### src/rtl/e1s6_pkg.sv
package e1s6_pkg;
    localparam int unsigned BYTE_W = 8;
    localparam int unsigned RD_W   = 16;

    typedef enum logic [1:0] {
        REG_LO   = 2'd0,
        REG_HI   = 2'd1,
        REG_CTL  = 2'd2,
        REG_NONE = 2'd3
    } reg_addr_e;
endpackage

### src/rtl/e1s6_grp.sv
// Gathers Sa6 bits of one submultiframe and flags a matching, complete group.
module e1s6_grp #(
    parameter int unsigned         GRP_LEN = 4,
    parameter logic [GRP_LEN-1:0]  PAT_A   = GRP_LEN'(2),
    parameter logic [GRP_LEN-1:0]  PAT_B   = GRP_LEN'(3)
) (
    input  logic clk,
    input  logic rst_n,
    input  logic bit_vld,
    input  logic bit_in,
    input  logic smf_stb,
    input  logic lmfa,
    output logic grp_hit
);
    localparam int unsigned NW = $clog2(GRP_LEN + 2);

    typedef struct packed {
        logic [GRP_LEN-1:0] sh;
        logic [NW-1:0]      n;
    } grp_st_t;

    grp_st_t st_d, st_q;

    always_comb begin
        st_d = st_q;
        if (lmfa || smf_stb) begin
            // loss of alignment or group boundary: restart gathering
            st_d.n = '0;
        end else if (bit_vld) begin
            st_d.sh = {st_q.sh[GRP_LEN-2:0], bit_in};
            if (st_q.n != NW'(GRP_LEN + 1)) begin
                st_d.n = st_q.n + 1'b1;
            end
        end
    end

    assign grp_hit = smf_stb && !lmfa && (st_q.n == NW'(GRP_LEN))
                     && ((st_q.sh == PAT_A) || (st_q.sh == PAT_B));

    always_ff @(posedge clk or negedge rst_n) begin
        if (!rst_n) st_q <= '0;
        else        st_q <= st_d;
    end
endmodule

### src/rtl/e1s6_cnt.sv
// Live counter: saturating Sa6 pattern counter, or split alignment counters.
module e1s6_cnt #(
    parameter int unsigned CNT_W = 16,
    parameter int unsigned MF_W  = 6,
    parameter int unsigned CHG_W = 2
) (
    input  logic             clk,
    input  logic             rst_n,
    input  logic             clr,
    input  logic             crc_mode,
    input  logic             alt_mode,
    input  logic             alarm_sim,
    input  logic             grp_hit,
    input  logic             smf_stb,
    input  logic             mf_stb,
    input  logic             lfa,
    input  logic             lmfa,
    input  logic             align_chg,
    output logic [CNT_W-1:0] cnt_q
);
    localparam int unsigned LOW_W = MF_W + CHG_W;

    typedef struct packed {
        logic [CNT_W-1:0] cnt;
    } cnt_st_t;

    cnt_st_t          st_d, st_q;
    logic [CNT_W-1:0] base;
    logic [MF_W-1:0]  mf_f;
    logic [CHG_W-1:0] chg_f;
    logic             norm_inc, mf_inc, chg_inc;

    always_comb begin
        st_d     = st_q;
        base     = clr ? '0 : st_q.cnt;
        norm_inc = crc_mode && smf_stb && (alarm_sim || grp_hit);
        mf_inc   = mf_stb && (alarm_sim || lfa || lmfa);
        chg_inc  = alarm_sim ? mf_stb : align_chg;
        mf_f     = base[LOW_W-1:CHG_W];
        chg_f    = base[CHG_W-1:0];
        if (!alt_mode) begin
            st_d.cnt = base;
            if (norm_inc && (base != '1)) begin
                st_d.cnt = base + 1'b1;
            end
        end else begin
            if (mf_inc && (mf_f != '1)) begin
                mf_f = mf_f + 1'b1;
            end
            if (chg_inc && (chg_f != '1)) begin
                chg_f = chg_f + 1'b1;
            end
            st_d.cnt = '0;
            st_d.cnt[LOW_W-1:0] = {mf_f, chg_f};
        end
    end

    assign cnt_q = st_q.cnt;

    always_ff @(posedge clk or negedge rst_n) begin
        if (!rst_n) st_q <= '0;
        else        st_q <= st_d;
    end
endmodule

### src/rtl/e1s6_host.sv
// Read buffer, freeze control and one-second latch.
module e1s6_host
    import e1s6_pkg::*;
#(
    parameter int unsigned CNT_W = 16
) (
    input  logic              clk,
    input  logic              rst_n,
    input  logic              reg_wr,
    input  logic              reg_rd,
    input  logic [1:0]        reg_addr,
    input  logic              wbit,
    input  logic              auto_latch,
    input  logic              sec_tick,
    input  logic [CNT_W-1:0]  live_cnt,
    output logic              clr,
    output logic [BYTE_W-1:0] rdata,
    output logic [CNT_W-1:0]  buf_q,
    output logic              freeze_q,
    output logic              irq_q
);
    typedef struct packed {
        logic             freeze;
        logic [CNT_W-1:0] bufv;
        logic             irq;
    } host_st_t;

    host_st_t        st_d, st_q;
    logic [RD_W-1:0] ext;
    reg_addr_e       a;

    assign a = reg_addr_e'(reg_addr);

    always_comb begin
        st_d = st_q;
        if (reg_wr && (a == REG_CTL)) begin
            st_d.freeze = wbit;
        end else if (reg_rd && (a == REG_HI)) begin
            st_d.freeze = 1'b0;
        end
        if (auto_latch) begin
            clr = sec_tick;
            if (sec_tick) st_d.bufv = live_cnt;
        end else begin
            clr = st_d.freeze && !st_q.freeze;
            if (!st_q.freeze) st_d.bufv = live_cnt;
        end
        st_d.irq = auto_latch && sec_tick;
    end

    always_comb begin
        ext = '0;
        ext[CNT_W-1:0] = st_q.bufv;
        case (a)
            REG_LO:  rdata = ext[BYTE_W-1:0];
            REG_HI:  rdata = ext[RD_W-1:BYTE_W];
            REG_CTL: rdata = {{(BYTE_W-1){1'b0}}, st_q.freeze};
            default: rdata = '0;
        endcase
    end

    assign buf_q    = st_q.bufv;
    assign freeze_q = st_q.freeze;
    assign irq_q    = st_q.irq;

    always_ff @(posedge clk or negedge rst_n) begin
        if (!rst_n) st_q <= '0;
        else        st_q <= st_d;
    end
endmodule

### src/rtl/e1_sa6_monitor.sv
module e1_sa6_monitor #(
    parameter int unsigned CNT_W   = 16,
    parameter int unsigned GRP_LEN = 4
) (
    input  logic       clk,
    input  logic       rst_n,
    input  logic       sa6_vld,
    input  logic       sa6_bit,
    input  logic       smf_stb,
    input  logic       mf_stb,
    input  logic       lfa,
    input  logic       lmfa,
    input  logic       align_chg,
    input  logic       crc_mode,
    input  logic       alt_mode,
    input  logic       auto_latch,
    input  logic       alarm_sim,
    input  logic       sec_tick,
    input  logic       reg_wr,
    input  logic       reg_rd,
    input  logic [1:0] reg_addr,
    input  logic [7:0] reg_wdata,
    output logic [7:0] reg_rdata,
    output logic       sec_irq
);
    logic             grp_hit;
    logic             clr;
    logic [CNT_W-1:0] live_cnt;
    logic [CNT_W-1:0] buf_val;
    logic             freeze;
    logic             wdata_unused;

    assign wdata_unused = ^reg_wdata[7:1];

    e1s6_grp #(.GRP_LEN(GRP_LEN)) u_grp (
        .clk(clk), .rst_n(rst_n), .bit_vld(sa6_vld), .bit_in(sa6_bit),
        .smf_stb(smf_stb), .lmfa(lmfa), .grp_hit(grp_hit)
    );

    e1s6_cnt #(.CNT_W(CNT_W)) u_cnt (
        .clk(clk), .rst_n(rst_n), .clr(clr), .crc_mode(crc_mode),
        .alt_mode(alt_mode), .alarm_sim(alarm_sim), .grp_hit(grp_hit),
        .smf_stb(smf_stb), .mf_stb(mf_stb), .lfa(lfa), .lmfa(lmfa),
        .align_chg(align_chg), .cnt_q(live_cnt)
    );

    e1s6_host #(.CNT_W(CNT_W)) u_host (
        .clk(clk), .rst_n(rst_n), .reg_wr(reg_wr), .reg_rd(reg_rd),
        .reg_addr(reg_addr), .wbit(reg_wdata[0]), .auto_latch(auto_latch),
        .sec_tick(sec_tick), .live_cnt(live_cnt), .clr(clr),
        .rdata(reg_rdata), .buf_q(buf_val), .freeze_q(freeze), .irq_q(sec_irq)
    );
endmodule

### config.mk
export PLATFORM = sky130hd
export DESIGN_NAME = e1_sa6_monitor
export DESIGN_NICKNAME = d
export VERILOG_FILES = /design/src/rtl/e1s6_pkg.sv /design/src/rtl/e1s6_grp.sv /design/src/rtl/e1s6_cnt.sv /design/src/rtl/e1s6_host.sv /design/src/rtl/e1_sa6_monitor.sv
export SDC_FILE = /design/constraint.sdc
export NUM_CORES = 1
export LEC_CHECK = 0
export ABC_CLOCK_PERIOD_IN_PS = 3600
export BUFFER_PORTS_ARGS = -buffer_cell sky130_fd_sc_hd__buf_2
export CORE_ASPECT_RATIO = 1.1
export CORE_MARGIN = 2
export CORE_UTILIZATION = 57
export CTS_CLUSTER_DIAMETER = 200
export DETAILED_ROUTE_END_ITERATION = 12
export PLACE_DENSITY = 0.9
export SYNTH_ARGS = -nofsm -noshare
export SYNTH_HDL_FRONTEND = slang
export SYNTH_HIERARCHICAL = 1
export SYNTH_SLANG_ARGS = --single-unit
### constraint.sdc
create_clock -name clk -period 3.6 [get_ports clk]
set_clock_uncertainty 0.05 [all_clocks]
set_input_delay 1.08 -clock clk [delete_from_list [all_inputs] [get_ports clk]]
set_output_delay 1.08 -clock clk [all_outputs]
set_load 0.05 [all_outputs]
==> out/qor.yml <==
run_status:
  status: "completed"
cts:
  cts_tree: "yes"
  hold_buffers: 0
  cts_root_buf: "clkbuf_8"
  htreeDepth: 2
  clk_pin_slew_ps: 80
  insertion_delay_ps: 290
  numCtsBuffers: 5
  cts_resized: 0
  clock_path_buffers: 2
  cts_setup_buffers: 0
  cts_sinks: 41
logic_synthesis:
  synth_edf_count: 0
  syn_area_sq_um: 2430
  yosysWarnings: 6
  async_reset_ff_share_pct: 100
  postSynthCellCount: 219
  synth_seq_cells: 41
  ys.flop_type: "dfrtp_1"
  synth_cell_type_count: 55
  synth_top_area_cell: "dfrtp_1"
  synth.top_cell.area_share_pct: 42.2
  syn-num-nets: 249
  synth_seq_area_share_pct: 42.2
  syn_avg_cell_area_sq_um: 11.1
  synth_area_leaders: "dfrtp_1 (42%), mux2_2 (8.3%), mux2_4 (5.6%)"
worst_setup_path:
  critPathMaxFanout: 6
  critPathCaptureType: "flip-flop"
  required_ps: 3740
  arrival_ps: 3360
  start_kind: "input pin"
  criticalPathCategory: "input pin to flip-flop"
floorplan:
  fp.dieArea_sq_um: 4800
  start_util_pct: 60.4
  rows: 24
  die_h_um: 72.5
  die_w_um: 66.2
  io_pins: 35
  core_area_sq_um: 4020
timing:
  fin_crit_ps: 3230
  max_slew.worst_pin.slew_ps: 897
  rsz0062_at_grt: "false"
  final_hold_viol_count: 0
  finalMaxSlewViolations: 0
  setup_viol_count_final: 0
  tns_ps: 0
  max_slew_margin_pct: 40.2
  finalCritPeriodShare_pct: 89.6
  max_freq_ghz: 0.310
route:
  dr.pass1.iters: 4
  wl_mm: 4.92
  drt_iter0_drc: 89
  vias_per_cell: 6.09
  route.antenna.remaining_nets: 0
  vias: 1857
  wire_per_inst_um: 16.1
  route.detailed.drc: 0
pwr:
  clkPwrFrac_pct: 25.0
  p_sw_share_pct: 31.9
  intPower_w: 0.000788
  p_per_area_nw_per_um2: 425
  combPwrFrac_pct: 23.3
  irDropWorstVdd_uv: 310
  p_sw_w: 0.000369
  p_total_w: 0.00116
  leakage_nw: 1.33
  p_seq_share_pct: 51.8
layout:
  nFillCells: 315
  drive_gt1_share_pct: 32.4
  num-nets-final: 282
  syn2layout_area_growth_pct: 12.2
  diodes: 0
grt:
  grt_max_degree: 42
  grt_pass1_wl_mm: 8.32
  grt_antenna_before_repair: 0
  grt-ovfl-total: 0
  grt_util_all_layers_pct: 22.4
  first_global_vias: 1795
place:
  gp_congestion: 0.889
  dpl.hpwl_mm: 3.62
  io_buffers: 27
flow_run:
  cap_violations: 0
min_path:
  hp-class: "flip-flop to flip-flop"
layout make-up:
| type | count | area, sq um | share of cell area, % |
|---|---|---|---|
| Tap cell | 52 | 65.1 | 2.39 |
| Clock inverter | 3 | 17.5 | 0.643 |
| Inverter | 9 | 33.8 | 1.24 |
| Clock buffer | 5 | 68.8 | 2.53 |
| Timing Repair Buffer | 34 | 188 | 6.89 |
| Sequential cell | 41 | 1030 | 37.7 |
| Multi-Input combinational cell | 161 | 1330 | 48.6 |
power by group through the flow:
stage | Sequential (W) | Combinational (W) | Clock [W]
6_report | 0.000599 | 0.000270 | 0.000289
5_1_grt | 0.000611 | 0.000294 | 0.000313
4_1_cts | 0.000597 | 0.000270 | 0.000297
3_5_place_dp | 0.000605 | 0.000268 | 0
3_3_place_gp | 0.000599 | 0.000255 | 0
2_1_floorplan | 0.000580 | 0.000199 | 0
flip-flops by register name, summed over array words and instances, names as in the netlist:
| register | cells |
|---|---|
| u_cnt/cnt_q | 16 |
| u_grp/st_q | 7 |
| u_host/buf_q | 16 |
| u_host/freeze_q | 1 |
| u_host/irq_q | 1 |
path summary, 6_finish.rpt:
| kind | end | slack, ps | startpoint | cells after the start |
|---|---|---|---|---|
| setup / recovery | u_cnt/cnt_q[7]$_DFF_PN0_ | 370 | reg_addr[0] | 10 |
| hold / removal | u_host/buf_q[14]$_DFFE_PN0P_ | 460 | u_host/buf_q[14]$_DFFE_PN0P_ | 1 |
| setup reg to reg | u_cnt/cnt_q[3]$_DFF_PN0_ | 980 | u_host/freeze_q$_DFF_PN0_ | 9 |
| hold reg to reg | u_host/buf_q[14]$_DFFE_PN0P_ | 460 | u_host/buf_q[14]$_DFFE_PN0P_ | 1 |
| max in group asynchronous | u_grp/st_q[5]$_DFFE_PN0P_ | 2070 | rst_n | 1 |
| min in group asynchronous | u_cnt/cnt_q[2]$_DFF_PN0_ | 860 | rst_n | 1 |
cells in the mapped netlist, types with 3 or more instances:
master	instances
nor2_1	16
o22ai_1	3
mux2_4	9
nor3_1	4
and3b_1	3
mux2_2	18
nand3_1	9
o21ai_0	3
inv_1	9
o31ai_1	6
and4b_1	3
or4_1	4
dfrtp_1	41
nand2_1	9
a21oi_1	10
mux2i_1	10
nand4_1	4
clkbuf_1	4
ha_1	4
nor2b_1	6
nor3b_1	3
critical path: stages:
cell and delay (ps):
buf_2 100, nor2b_1 200, nand3_1 140, a21boi_2 280, nor2b_1 130, ha_1 240, and3b_1 210, a211o_1 390
o22ai_1 220, mux2_2 360
layer usage:
layer / share of wire (%) / wire (um) / vias to the layer above / GRT usage [%]
met2: 51 / 2530 / 52 / 38.9
met3: 4.2 / 205 / 5 / 2.95
met5: 0 / 0 / - / 0
met1: 43 / 2120 / 903 / 28.3
met4: 1.3 / 63 / 0 / 8.84
li1: - / - / 897 / -
stage by stage:
step	instance area, sq um	worst slack (ps)	utilization (%)	cells	hold slack (ps)
6_report	2720	375	67.7	305	461
5_1_grt	2720	218	67.7	305	479
4_1_cts	2720	442	67.7	305	465
3_5_place_dp	2640	161	65.5	297	449
3_3_place_gp	2640	240	65.5	297	434
2_1_floorplan	2430	95.5	-	219	425
cells in the final DEF (no fill, tap or decap), types with 2 or more instances in the layout:
| master | Yosys | final |
|---|---|---|
| dfrtp_1 | 41 | 41 |
| buf_2 | 1 | 27 |
| mux2_2 | 18 | 18 |
| nor2_1 | 16 | 16 |
| a21oi_1 | 10 | 10 |
| mux2i_1 | 10 | 10 |
| inv_1 | 9 | 9 |
| nand3_1 | 9 | 9 |
| nand2_1 | 9 | 9 |
| mux2_4 | 9 | 9 |
| buf_4 | 0 | 7 |
| nor2b_1 | 6 | 6 |
| o31ai_1 | 6 | 6 |
| clkbuf_8 | 0 | 5 |
| nor3_1 | 4 | 4 |
| or4_1 | 4 | 4 |
| nand4_1 | 4 | 4 |
| ha_1 | 4 | 4 |
| and3b_1 | 3 | 3 |
| and4b_1 | 3 | 3 |
| o22ai_1 | 3 | 3 |
| nor3b_1 | 3 | 3 |
| clkinv_2 | 0 | 2 |
| o311ai_0 | 2 | 2 |
| o41ai_1 | 2 | 2 |
| o21ai_0 | 3 | 2 |
| nand3b_1 | 2 | 2 |
| nor4_1 | 2 | 2 |
| xnor2_1 | 2 | 2 |
| a311oi_1 | 2 | 2 |
logic make-up after synthesis:
| kind of cell | share of synthesized area (%) |
|---|---|
| AO/OA/AOI/OAI | 10.9 |
| XOR/XNOR | 0.721 |
| adder cells (fa/ha/maj) | 2.06 |
| buffers and inverters | 3.35 |
| flip-flops | 42.2 |
| multiplexers | 18.0 |
| AND/OR/NAND/NOR | 22.7 |
No activity file was read; power rests on OpenSTA's default activity.
